==> src/rtl/pbit_pkg.sv <==
package pbit_pkg;

    localparam int unsigned LFSR_BITS   = 16;
    localparam logic [15:0] SEED_ORIGIN = 16'hACE1;
    localparam logic [31:0] SEED_STRIDE = 32'h0000_3C5B;
    localparam logic [15:0] TAP_MASK    = 16'hB400;

    function automatic logic [15:0] unit_seed(input int unsigned k);
        logic [31:0] prod;
        prod = k * SEED_STRIDE;
        return SEED_ORIGIN ^ prod[15:0];
    endfunction

endpackage

==> src/rtl/pbit_lfsr.sv <==
module pbit_lfsr #(
    parameter int unsigned          LFSR_W = 16,
    parameter int unsigned          RND_W  = 8,
    parameter logic [LFSR_W-1:0]    SEED   = 16'hACE1,
    parameter logic [LFSR_W-1:0]    TAPS   = 16'hB400
) (
    input  logic             clk,
    input  logic             rst_n,
    output logic [RND_W-1:0] rnd_o
);
    logic [LFSR_W-1:0] lfsr_d, lfsr_q;

    always_comb begin
        lfsr_d = {lfsr_q[LFSR_W-2:0], ^(lfsr_q & TAPS)};
    end

    always_ff @(posedge clk) begin
        if (!rst_n) lfsr_q <= SEED;
        else        lfsr_q <= lfsr_d;
    end

    assign rnd_o = lfsr_q[RND_W-1:0];

    // a maximal-length generator never enters the all-zero lock state
    always_ff @(posedge clk) begin
        if (rst_n) begin
            a_r5_lfsr_nonzero: assert (lfsr_q != '0)
                else $error("generator reached zero");
        end
    end
endmodule

==> src/rtl/pbit_synapse.sv <==
module pbit_synapse #(
    parameter int unsigned N_UNITS = 4,
    parameter int unsigned W_W     = 8,
    parameter int unsigned SUM_W   = 12,
    localparam int unsigned IDX_W  = $clog2(N_UNITS),
    localparam int unsigned ACC_W  = SUM_W + W_W
) (
    input  logic [N_UNITS-1:0]          state_i,
    input  logic [N_UNITS-1:0][W_W-1:0] w_row_i,
    input  logic [W_W-1:0]              bias_i,
    input  logic [IDX_W-1:0]            self_i,
    output logic signed [SUM_W-1:0]     sum_o
);
    localparam logic signed [ACC_W-1:0] LIMIT = ACC_W'((1 << (SUM_W - 1)) - 1);

    logic signed [ACC_W-1:0] acc;
    logic signed [ACC_W-1:0] term;

    always_comb begin
        acc  = ACC_W'($signed(bias_i));
        term = '0;
        for (int j = 0; j < N_UNITS; j++) begin
            term = ACC_W'($signed(w_row_i[j]));
            if (IDX_W'(j) != self_i) begin
                if (state_i[j]) acc = acc + term;
                else            acc = acc - term;
            end
        end
        if (acc > LIMIT)       sum_o = LIMIT[SUM_W-1:0];
        else if (acc < -LIMIT) sum_o = (-LIMIT);
        else                   sum_o = acc[SUM_W-1:0];
    end

    // the clamped field stays inside the symmetric range
    always_comb begin
        a_r2_field_range: assert (sum_o != {1'b1, {(SUM_W-1){1'b0}}})
            else $error("field left the symmetric range");
    end
endmodule

==> src/rtl/pbit_activation.sv <==
module pbit_activation #(
    parameter int unsigned SUM_W = 12,
    parameter int unsigned THR_W = 8,
    localparam int unsigned HALF = 1 << (THR_W - 1),
    localparam int unsigned KNEE = HALF / 2
) (
    input  logic signed [SUM_W-1:0] sum_i,
    output logic [THR_W-1:0]        thr_o
);
    logic [SUM_W-1:0] mag;
    logic [SUM_W:0]   bent;
    logic [THR_W-1:0] y;

    always_comb begin
        mag  = sum_i[SUM_W-1] ? SUM_W'(-sum_i) : SUM_W'(sum_i);
        bent = '0;
        if (mag < SUM_W'(KNEE)) begin
            y = THR_W'(mag);
        end else begin
            bent = (SUM_W+1)'(KNEE) + (((SUM_W+1)'(mag) - (SUM_W+1)'(KNEE)) >> 1);
            y    = (bent > (SUM_W+1)'(HALF - 1)) ? THR_W'(HALF - 1) : THR_W'(bent);
        end
        thr_o = sum_i[SUM_W-1] ? (THR_W'(HALF) - y) : (THR_W'(HALF) + y);
    end

    // zero field sits at the midpoint, and the sign picks the half
    always_comb begin
        if (sum_i == '0) begin
            a_r4_zero_mid: assert (thr_o == THR_W'(HALF))
                else $error("zero field off midpoint");
        end
        a_r4_sign_half: assert (sum_i[SUM_W-1] == (thr_o < THR_W'(HALF)))
            else $error("threshold on wrong side of midpoint");
    end
endmodule

==> src/rtl/pbit_array.sv <==
module pbit_array #(
    parameter int unsigned N_UNITS = 4,
    parameter int unsigned W_W     = 8,
    parameter int unsigned SUM_W   = 12,
    parameter int unsigned RND_W   = 8,
    localparam int unsigned IDX_W  = $clog2(N_UNITS)
) (
    input  logic               clk,
    input  logic               rst_n,
    input  logic               wr_en,
    input  logic               wr_bias,
    input  logic [IDX_W-1:0]   wr_row,
    input  logic [IDX_W-1:0]   wr_col,
    input  logic [W_W-1:0]     wr_data,
    output logic               sample_valid,
    output logic [N_UNITS-1:0] sample_state
);
    import pbit_pkg::*;

    localparam logic [IDX_W-1:0] LAST = IDX_W'(N_UNITS - 1);

    typedef struct packed {
        logic [N_UNITS-1:0][N_UNITS-1:0][W_W-1:0] stage_w;
        logic [N_UNITS-1:0][W_W-1:0]              stage_h;
        logic [N_UNITS-1:0][N_UNITS-1:0][W_W-1:0] work_w;
        logic [N_UNITS-1:0][W_W-1:0]              work_h;
        logic [N_UNITS-1:0]                       units;
        logic [IDX_W-1:0]                         turn;
        logic                                     vld;
        logic [N_UNITS-1:0]                       snap;
    } arr_t;

    arr_t s_d, s_q;

    logic [N_UNITS-1:0][RND_W-1:0] rnd_all;
    logic [RND_W-1:0]              rnd_sel;
    logic signed [SUM_W-1:0]       field;
    logic [RND_W-1:0]              thr;
    logic                          decide;

    for (genvar k = 0; k < N_UNITS; k++) begin : g_src
        pbit_lfsr #(
            .LFSR_W (LFSR_BITS),
            .RND_W  (RND_W),
            .SEED   (unit_seed(k)),
            .TAPS   (TAP_MASK)
        ) i_lfsr (
            .clk   (clk),
            .rst_n (rst_n),
            .rnd_o (rnd_all[k])
        );
    end

    pbit_synapse #(
        .N_UNITS (N_UNITS),
        .W_W     (W_W),
        .SUM_W   (SUM_W)
    ) i_syn (
        .state_i (s_q.units),
        .w_row_i (s_q.work_w[s_q.turn]),
        .bias_i  (s_q.work_h[s_q.turn]),
        .self_i  (s_q.turn),
        .sum_o   (field)
    );

    pbit_activation #(
        .SUM_W (SUM_W),
        .THR_W (RND_W)
    ) i_act (
        .sum_i (field),
        .thr_o (thr)
    );

    assign rnd_sel = rnd_all[s_q.turn];
    assign decide  = (thr > rnd_sel);

    always_comb begin
        s_d     = s_q;
        s_d.vld = 1'b0;
        if (wr_en) begin
            if (wr_bias) s_d.stage_h[wr_row]         = wr_data;
            else         s_d.stage_w[wr_row][wr_col] = wr_data;
        end
        s_d.units[s_q.turn] = decide;
        if (s_q.turn == LAST) begin
            s_d.turn   = '0;
            s_d.vld    = 1'b1;
            s_d.snap   = s_d.units;
            s_d.work_w = s_d.stage_w;
            s_d.work_h = s_d.stage_h;
        end else begin
            s_d.turn = s_q.turn + 1'b1;
        end
    end

    always_ff @(posedge clk) begin
        if (!rst_n) s_q <= '0;
        else        s_q <= s_d;
    end

    assign sample_valid = s_q.vld;
    assign sample_state = s_q.snap;

    // valid is a single-cycle pulse
    a_r8_single_pulse: assert property (@(posedge clk) disable iff (!rst_n)
        sample_valid |=> !sample_valid);

    // the reported vector only moves together with a pulse
    a_r8_hold_between: assert property (@(posedge clk) disable iff (!rst_n)
        !sample_valid |-> $stable(sample_state));

    // at most one unit state changes per edge
    a_r6_one_unit: assert property (@(posedge clk) disable iff (!rst_n)
        $countones(s_q.units ^ $past(s_q.units)) <= 1);

    // working parameters change only at a sweep boundary
    a_r7_work_hold: assert property (@(posedge clk) disable iff (!rst_n)
        (s_q.turn != '0) |-> ($stable(s_q.work_w) && $stable(s_q.work_h)));
endmodule

==> config.mk <==
export PLATFORM = sky130hd
export DESIGN_NAME = pbit_array
export DESIGN_NICKNAME = d
export VERILOG_FILES = /design/src/rtl/pbit_pkg.sv /design/src/rtl/pbit_lfsr.sv /design/src/rtl/pbit_synapse.sv /design/src/rtl/pbit_activation.sv /design/src/rtl/pbit_array.sv
export SDC_FILE = /design/constraint.sdc
export NUM_CORES = 1
export LEC_CHECK = 0
export BUFFER_PORTS_ARGS = -buffer_cell sky130_fd_sc_hd__buf_2
export CAP_MARGIN = 25
export CELL_PAD_IN_SITES_DETAIL_PLACEMENT = 0
export CELL_PAD_IN_SITES_GLOBAL_PLACEMENT = 1
export CORE_ASPECT_RATIO = 0.8
export CORE_UTILIZATION = 46
export CTS_CLUSTER_DIAMETER = 150
export DETAILED_ROUTE_END_ITERATION = 12
export PLACE_DENSITY_LB_ADDON = 0.3
export SYNTH_ARGS = -nofsm -noshare
export SYNTH_HDL_FRONTEND = slang
export SYNTH_HIERARCHICAL = 1
export SYNTH_SLANG_ARGS = --single-unit
==> constraint.sdc <==
create_clock -name clk -period 13.05 [get_ports clk]
set_input_delay 3.915 -clock clk [delete_from_list [all_inputs] [get_ports clk]]
set_output_delay 3.915 -clock clk [all_outputs]
set_load 0.005 [all_outputs]
Word-level counts from Yosys, hierarchy flattened
Cells that the tools add are included.

Add/sub/neg operators: 14. Magnitude comparators: 11. Eq/ne operators: 4. Multiplexer cells: 35. Bitwise gates (word level): 1. Reductions and logical operators: 9.

Operators by type and width (count): 160-bit two-way mux (1); 20-bit two-way mux (8); 128-bit bitwise mux (1); 128-bit two-way mux (1); 32-bit two-way mux (3); 32-bit binary-select mux with 2-bit select (1); 32-bit demux with 2-bit select (1); 16-bit XOR reduction (4); 20-bit by 8-bit adder with 20-bit output (3); 20-bit by 8-bit subtractor with 20-bit output (3); 8-bit two-way mux (7); 12-bit two-way mux (3); 8-bit binary-select mux with 2-bit select (2); 32-bit bitwise mux (1); 8-bit demux with 2-bit select (2); 20-bit by 12-bit > comparator with 1-bit output, second input constant (1); 20-bit by 12-bit less-than comparator with 1-bit output, second input constant (1); 7-bit by 12-bit adder with 13-bit output, first input constant (1); 13-bit by 7-bit > comparator with 1-bit output, second input constant (1); 12-bit by 7-bit subtractor with 13-bit output, second input constant (1); 12-bit by 7-bit less-than comparator with 1-bit output, second input constant (1); 12-bit negation (1); 8-bit by 8-bit adder with 9-bit output (1); 2-bit by 3-bit less-than comparator with 1-bit output, second input constant (3); other kinds (17) (22).

Register bits after elaboration: 395. Bits of input ports: 16. Output and inout port bits: 5.

Depth between registers and ports, before layout
Gate-level depths: netlist (run 1).

Word-level depth: 29. Depth in mapped cells: 74. Mapped depth without buffers: 70.

Cells and area by module
Netlist (run 1), hierarchy kept.

By module, submodules not included: pbit_array (times used 1, cells each 1224, area each 13508.0 µm²); pbit_synapse (times used 1, cells each 736, area each 5112.4 µm²); pbit_lfsr (g_src[0].i_lfsr ...) (times used 2, cells each 44, area each 511.7 µm²); pbit_activation (times used 1, cells each 115, area each 938.4 µm²); pbit_lfsr (g_src[2].i_lfsr) (times used 1, cells each 44, area each 514.2 µm²); pbit_lfsr (g_src[1].i_lfsr) (times used 1, cells each 44, area each 513.0 µm²).

Least setup slack after synthesis (run 1)
OpenSTA, ideal clock, no wires.

Path type: register -> register. From: register s_q[5] (netlist bit). To: register s_q (netlist bit sample_state[0]). Library setup time: 0.132 ns. Arrival: 13.545 ns. Required time: 12.918 ns. Slack: -0.627 ns. Stages on the path, launching flop included: 69. Period minus slack after synthesis: 13.677 ns. Cell sequence: dfxtp_1 clkbuf_1 buf_2 mux4_2 inv_1 ha_1 nor3b_1 a21oi_1 xor2_1 ha_1 o21ai_0 o21bai_1 o221a_2 or2_1 xnor2_1 inv_2 buf_1 ha_1 [33 not listed] ha_1 a41oi_1 a31o_2 o211ai_2 buf_6 o21a_1 inv_1 ha_1 inv_1 nor2_1 a41oi_1 xnor2_1 ha_1 o21ai_0 nor2_1 nand4b_1 a41oi_1 a21oi_1.

Word-level cells in the longest chain between the ends: 28. Elaborated cells on any way between the ends: 49.

RTL lines: from (decl) (line pbit_array.sv:33) `arr_t s_d, s_q;`; from (signal assigned) (line pbit_array.sv:97) `if (!rst_n) s_q <= '0;`; from (signal assigned) (line pbit_array.sv:98) `else s_q <= s_d;`; 8-bit binary-select mux with 2-bit select or 32-bit binary-select mux with 2-bit select (tied branches) (line pbit_array.sv:61, pbit_array.sv:60); 8-bit two-way mux (implied by the code) or 32-bit two-way mux (tied branches) (line pbit_array.sv:61, pbit_array.sv:60); 8-bit by 8-bit subtractor with 9-bit output or 8-bit by 8-bit adder with 9-bit output (tied branches) (line pbit_synapse.sv:26, pbit_synapse.sv:25); 20-bit two-way mux (line pbit_synapse.sv:25) `if (state_i[j]) acc = acc + term;`; 20-bit two-way mux (line pbit_synapse.sv:24) `if (IDX_W'(j) != self_i) begin`; 20-bit by 8-bit subtractor with 20-bit output or 20-bit by 8-bit adder with 20-bit output (tied branches) (line pbit_synapse.sv:26, pbit_synapse.sv:25); 20-bit two-way mux (line pbit_synapse.sv:25); 20-bit two-way mux (line pbit_synapse.sv:24); [9 not listed]; net field[5] (line pbit_array.sv:37) `logic signed [SUM_W-1:0] field;`; [4 not listed]; 13-bit by 7-bit > comparator with 1-bit output (line pbit_activation.sv:21) `y = (bent > (SUM_W+1)'(HALF - 1)) ? THR_W'(HALF - 1) : THR_W'(bent);`; 8-bit two-way mux (line pbit_activation.sv:21); 8-bit two-way mux (*) (line pbit_activation.sv:17) `if (mag < SUM_W'(KNEE)) begin`; 8-bit adder or 8-bit subtractor (tied branches) (line pbit_activation.sv:23) `thr_o = sum_i[SUM_W-1] ? (THR_W'(HALF) - y) : (THR_W'(HALF) + y);`; 8-bit two-way mux (*) (line pbit_activation.sv:23); net thr[0] (line pbit_array.sv:38) `logic [RND_W-1:0] thr;`; 8-bit > comparator (*) (line pbit_array.sv:75) `assign decide = (thr > rnd_sel);`; 4-bit bitwise mux (*) (line pbit_array.sv:84) `s_d.units[s_q.turn] = decide;`.

The timed path passes the listed nets; every way through them passes the cells marked *. The select of a mux whose other input is x is not followed. A chain may end at the register's enable or synchronous reset.

Worst setup path after layout (run 1)
Ends and elaborated chain as after synthesis.

==> impl_results.md, run 1 <==
* Vias in the first global route at 15400
* Setup crit end kind: flop
* RSZ-0062 raised after global routing: true
* Syn Std Cell Area at 21600 um2
* Setup Viol. Count Final at 0
* Largest net degree at the start of global routing at 260
* Final Skew at 0.0316 ns
* Fin cells at 2897
* Status: finished, final reports clean
* Final core utilization at 0.532
* Synth warn at 6
* Worst-Margin Slew at 1.09 ns
* Dpl cells at 2796
* Worst path slowest cell: mux4_2
* Crit Path Class: flop to flop
* RD Place Congestion at 0.899
* Slowest stage delay, CP at 0.57 ns
* Die area at 47900 um2
* Crit-path leading delay family: compound AO/OA/AOI/OAI gates
* Min Hold Slack at 0.411 ns
* Max-slew violations at 0
* Ys flop type: dfxtp_1
* Crit path max fanout at 6
* DR iter-0 viols at 1059
* Via count at 16200
* Area contributors post-synth: dfxtp_1, mux2i_1, nor2b_1
* H-tree levels at 2
* CP Launch Type: flop
* Root buf cell: clkbuf_16
* F_max at 0.0783 GHz
* Worst path required time at 13.46 ns
* Drt pass-1 iters at 5
* CP Buf/Inv Count at 8
* Final Hold Fails at 0
* Antenna cells at 0
* Multi-input logic area at 13100 um2
* Clk sinks at 395
* I/O Pins at 21
* # fillers at 4151
* Seq/Total Area, Yosys at 0.366
* Most frequent cell after synthesis: dfxtp_1
* Min cycle time layout at 12.78 ns
* Drt drc at 0
* DRT antenna net count at 0
* Die X at 244 um
* Post-synthesis async set-or-reset flop share at 0
* Synth Net Count at 2358
* Worst-path clk slew at 0.06 ns
* Synthesis-stage register bit count at 395
* Synth area leader: dfxtp_1
* Layout area overhead at 13.3%
* Post-synth EDFFs at 0
* First-pass GRT wire length at 83100 um
* Synthesized instance count at 2251
* Slew headroom at 0.274
* Share of cells above drive strength 1 at 0.198
* Port bufs at 20
* Max Cap Viol at 0
* Reg area at 7910 um2
* Final #Nets at 2362
* Die Y at 196 um
* GRT Resource Usage Total at 0.215
* Antenna violations before repair at 0
* Type of the worst min-delay path: flop to flop
* Core Area at 46000 um2
* Clock latency on the worst-skew pair at 0.55 ns
* Critical path's most frequent cell: ha_2
* TritonCTS clock tree: done
* Top-area cell type share of the netlist area at 0.366
* Via/cell ratio at 5.58
* Initial Util at 0.470
* Mean Syn Cell Area at 9.60 um2
* Post-synth top cells: dfxtp_1, nor2b_1, nand2_1, mux2i_1, o21ai_0
* Post-DR wirelength/cell at 18.1 um
* Total CTS buffers at 40
* Routed WL at 52500 um
* Post-synth cell types at 106
* # rows at 70
* Grt ovf at 0
* Maximum buffer depth of the clock tree at 3
* CP arrival at 13.18 ns
* DP HPWL at 35400 um
* Crit share post-route at 0.979
[layout make-up]
class | instances | share of cell area
clock buffers | 65 | 0.0513
clock inverters | 7 | 0.00317
inverters | 57 | 0.00884
multi-input cells | 1614 | 0.537
flip-flops and latches | 395 | 0.323
well taps | 612 | 0.0313
repair buffers | 147 | 0.0454
[worst reg2reg max path, delay by kind of cell, from the launching register on]
| family | cells | cell delay [ns] |
|---|---|---|
| buffers and inverters | 8 | 0.97 |
| XOR/XNOR | 9 | 2.08 |
| multiplexers | 2 | 0.86 |
| AND/OR/NAND/NOR | 13 | 2.59 |
| flip-flops | 1 | 0.40 |
| adder cells (fa/ha/maj) | 8 | 2.12 |
| AO/OA/AOI/OAI | 26 | 3.60 |
[cells by family (layout without fill, tap and decap cells)]
| family | Yosys count | after routing | synth area share |
|---|---|---|---|
| DFF | 395 | 395 | 0.366 |
| xor gates and xnor gates | 110 | 110 | 0.0473 |
| adders and majority gates | 91 | 91 | 0.0541 |
| AOI/OAI and AO/OA | 522 | 522 | 0.171 |
| and+or+nand+nor | 657 | 657 | 0.167 |
| muxes | 234 | 234 | 0.137 |
| buffers and inverters | 242 | 276 | 0.0578 |
[registers in the layout (all words and copies together) (netlist names)]
name,cells
s_q,326
g_src.i_lfsr/lfsr_q,64
sample_state,4
sample_valid,1
[metrics by stage]
step           setup slack, ns  area [um2]  TNS (ns)
3_5_place_dp            -0.198       22300    -0.960
5_1_grt                 -0.430       24500     -2.75
2_1_floorplan           0.0367       21700         0
6_report                 0.272       24500         0
3_3_place_gp             0.102       22300         0
4_1_cts                 0.0534       23700         0
[worst paths after layout]
kind | from | endpoint | slack [ns] | cells past startpoint
max | s_q[5] | sample_state[0] | 0.27 | 66
min | g_src[0].i_lfsr/lfsr_q[14] | g_src[0].i_lfsr/lfsr_q[15] | 0.41 | 1
min reg2reg | g_src[0].i_lfsr/lfsr_q[14] | g_src[0].i_lfsr/lfsr_q[15] | 0.41 | 1
max reg2reg | s_q[5] | sample_state[0] | 0.27 | 66
[cells in the final DEF, fill, tap and decap left out, types with 7 or more instances in the layout]
master     instances
nor2b_1          176
or3_1              9
mux2_2            14
inv_1             48
o21ai_0          111
o21ai_2           10
ha_4               8
o211a_1           97
a31oi_1           10
nor2_1            69
dfxtp_1          393
o21ai_1           14
clkbuf_1          10
a21oi_2           19
xor2_1            50
mux4_2            48
and2_1            38
ha_2               8
clkbuf_8          14
and3_1             7
a21oi_1          120
clkbuf_16         41
buf_2             19
inv_2              8
nand2_1          175
o21a_1            12
o21bai_1           8
nor3_4             9
ha_1              71
nand2b_1          41
xnor2_1           53
buf_4            119
nor3_1            21
a21o_1            26
nand2_2           11
mux2i_1          169
nand3_1           14
nand4_1           11
[per-layer routing]
layer / share of wire / up-vias / GRT usage
li1: - / 7952 / -
met1: 0.50 / 7895 / 0.318
met2: 0.44 / 249 / 0.333
met3: 0.039 / 55 / 0.0275
met4: 0.015 / 0 / 0.0417
met5: 0 / - / 0
[what timing repair did]
action | in CTS | in global routing
cloned | 0 | 0
setup buffers | 1 | 28
resized for setup | 18 | 129
setup endpoints to repair | 8 | 8
hold buffers | 0 | 0
pin swaps | 6 | 73
Power of run 1 is not shown: default switching activity piles up to over one toggle a cycle in this logic, so the estimate is an artifact.
==> inputs of run 2 (changes only) <==
- BUFFER_PORTS_ARGS: -buffer_cell sky130_fd_sc_hd__buf_2 -> -buffer_cell sky130_fd_sc_hd__buf_4
- CORE_UTILIZATION: 46 -> 51
- SLEW_MARGIN: not set -> 20
- clock period: 13.05 -> 13.1 ns (I/O delays scaled with it)
==> impl_results.md, run 2 (same netlist as run 1, synthesis figures left out) <==
* Max-slew violations at 0 (unchanged)
* Slew headroom at 0.261 (-0.0126)
* Crit path to: sample_state[2]
* Place WS at -0.313 ns (-0.115 ns)
* Largest net degree at the start of global routing at 293 (+13%)
* Routed WL at 52200 um (-0.43%)
* Via/cell ratio at 5.69 (+2.0%)
* DRT antenna net count at 0 (unchanged)
* Clk sinks at 395 (unchanged)
* F_max at 0.0786 GHz (+0.48%)
* Root buf cell: clkbuf_16
* Grt ovf at 0 (unchanged)
* Most frequent cells in the layout: dfxtp_1, nor2b_1, nand2_1
* I/O Pins at 21 (unchanged)
* Clock latency on the worst-skew pair at 0.53 ns (-0.02 ns)
* Status: finished, final reports clean
* Crit-path leading delay family: compound AO/OA/AOI/OAI gates
* Worst path slowest cell: or4_4
* Setup crit end kind: flop
* Maximum buffer depth of the clock tree at 3 (unchanged)
* # rows at 67 (-4.3%)
* Antenna violations before repair at 1 (+1)
* Final Skew at 0.0171 ns (-0.0144 ns)
* Drt pass-1 iters at 5 (unchanged)
* Vias in the first global route at 15600 (+0.93%)
* RD Place Congestion at 0.902 (+0.38%)
* Worst-path clk slew at 0.06 ns (about the same)
* Crit. path cell count at 63 (-4.5%)
* TritonCTS clock tree: done
* Share of cells above drive strength 1 at 0.198 (+0.000542)
* Setup ws final at 0.383 ns (+0.111 ns)
* Crit share post-route at 0.971 (-0.00840)
* R2r setup slk at 0.38 ns (+0.11 ns)
* Critical Path Source: s_q[5]
* Antenna cells at 0 (unchanged)
* CP Buf/Inv Count at 7 (-1)
* Die area at 43200 um2 (-9.7%)
* Dpl cell area at 22500 um2 (+1.1%)
* DR iter-0 viols at 983 (-7.2%)
* FF-to-FF End: sample_state[2]
* Die X at 232 um (-5.0%)
* Total CTS buffers at 39 (-2.5%)
* Drt drc at 0 (unchanged)
* Cell area after layout at 24400 um2 (-0.18%)
* Core Area at 41800 um2 (-9.0%)
* First-pass GRT wire length at 82900 um (-0.22%)
* Origin of the critical flop-to-flop path: s_q[5]
* Crit Path Class: flop to flop
* Initial Util at 0.517 (+0.0466)
* Layout area overhead at 13.1%
* CP Launch Type: flop
* Final Hold Fails at 0 (unchanged)
* H-tree levels at 2 (unchanged)
* Largest register FFs at 326 (unchanged)
* Worst-Margin Slew at 1.11 ns (+0.0189 ns)
* Commonest non-fill, non-tap cell in the layout: dfxtp_1
* Setup Viol. Count Final at 0 (unchanged)
* Type of the worst min-delay path: flop to flop
* Top reg by flops: s_q
* GRT Resource Usage Total at 0.239 (+0.0244)
* DP HPWL at 35600 um (+0.56%)
* Worst path required time at 13.56 ns (+0.10 ns)
* Die Y at 186 um (-5.0%)
* R2R cell count at 63 (-4.5%)
* Max Cap Viol at 0 (unchanged)
* Crit path max fanout at 7 (+1)
* Final #Nets at 2386 (+1.0%)
* Post-DR wirelength/cell at 18.3 um (+0.82%)
* CP arrival at 13.18 ns (about the same)
* Port bufs at 20 (unchanged)
* Min cycle time layout at 12.72 ns (-0.0611 ns)
* Via count at 16300 (+0.73%)
* Slowest stage delay, CP at 0.57 ns (about the same)
==> run 2: cell types whose count changed in the layout (fill, tap and decap cells not counted), sizes merged <==
| cell | before | now |
|---|---|---|
| buf | 147 | 172 |
| clkbuf | 65 | 61 |
| clkinvlp | 1 | 0 |
| inv | 57 | 61 |
==> run 2: worst min path at each step <==
| stage | startpoint | to | slack [ns] | cells after the start |
|---|---|---|---|---|
| 6_report | g_src[0].i_lfsr/lfsr_q[9] | g_src[0].i_lfsr/lfsr_q[10] | 0.41 | 1 |
| 5_1_grt | g_src[0].i_lfsr/lfsr_q[9] | g_src[0].i_lfsr/lfsr_q[10] | 0.42 | 1 |
| 4_1_cts | g_src[0].i_lfsr/lfsr_q[9] | g_src[0].i_lfsr/lfsr_q[10] | 0.41 | 1 |
| 3_5_place_dp | g_src[0].i_lfsr/lfsr_q[9] | g_src[0].i_lfsr/lfsr_q[10] | 0.39 | 1 |
| 3_3_place_gp | g_src[2].i_lfsr/lfsr_q[14] | g_src[2].i_lfsr/lfsr_q[15] | 0.39 | 1 |
| 2_1_floorplan | g_src[2].i_lfsr/lfsr_q[14] | g_src[2].i_lfsr/lfsr_q[15] | 0.38 | 1 |
==> run 2: metal layers <==
layer / part of all wire / wire (um) / GRT usage / vias up
met4: 0.017 / 906 / 0.0534 / 0
met5: 0 / 0 / 0 / -
met1: 0.50 / 26300 / 0.349 / 7940
li1: - / - / - / 8015
met2: 0.44 / 23000 / 0.371 / 247
met3: 0.038 / 1980 / 0.0348 / 67
==> run 2: worst register-to-register path, delay by kind of cell (launching register included) <==
kind	cells	cell delay, ns
AO/OA/AOI/OAI	22	4.00
AND/OR/NAND/NOR	17	3.21
adder cells (fa/ha/maj)	8	2.03
XOR/XNOR	7	1.50
multiplexers	2	0.82
buffers and inverters	7	0.75
flip-flops	1	0.38
==> run 2: area by class of cell <==
class / instances / area [um2]
tap: 552 / 691
clock buffer: 61 / 1150
fill: 3638 / 17400
sequential: 395 / 7910
multi-input combinational: 1614 / 13000
timing repair buffer: 172 / 1390
inverter: 57 / 216
clock inverter: 10 / 76.3
==> run 2: repair_timing <==
action	4_1_cts	5_1_grt
hold buffers	0	0
resized for setup	13	103
setup buffers	1	15
endpoints found under the setup margin	8	8
pin swaps	3	61
gates cloned	0	0
==> run 2: per-stage QoR <==
| stage | instances | utilization | TNS, ns | hold slack (ns) |
|---|---|---|---|---|
| after detailed placement | 2772 | 0.539 | -1.62 | 0.394 |
| after global placement | 2771 | 0.539 | 0 | 0.390 |
| after CTS | 2844 | 0.570 | 0 | 0.414 |
| after floorplan | 2251 | - | 0 | 0.385 |
| after global routing | 2861 | 0.584 | -1.90 | 0.424 |
| final | 2861 | 0.584 | 0 | 0.410 |
Power of run 2 is left out for the same reason.
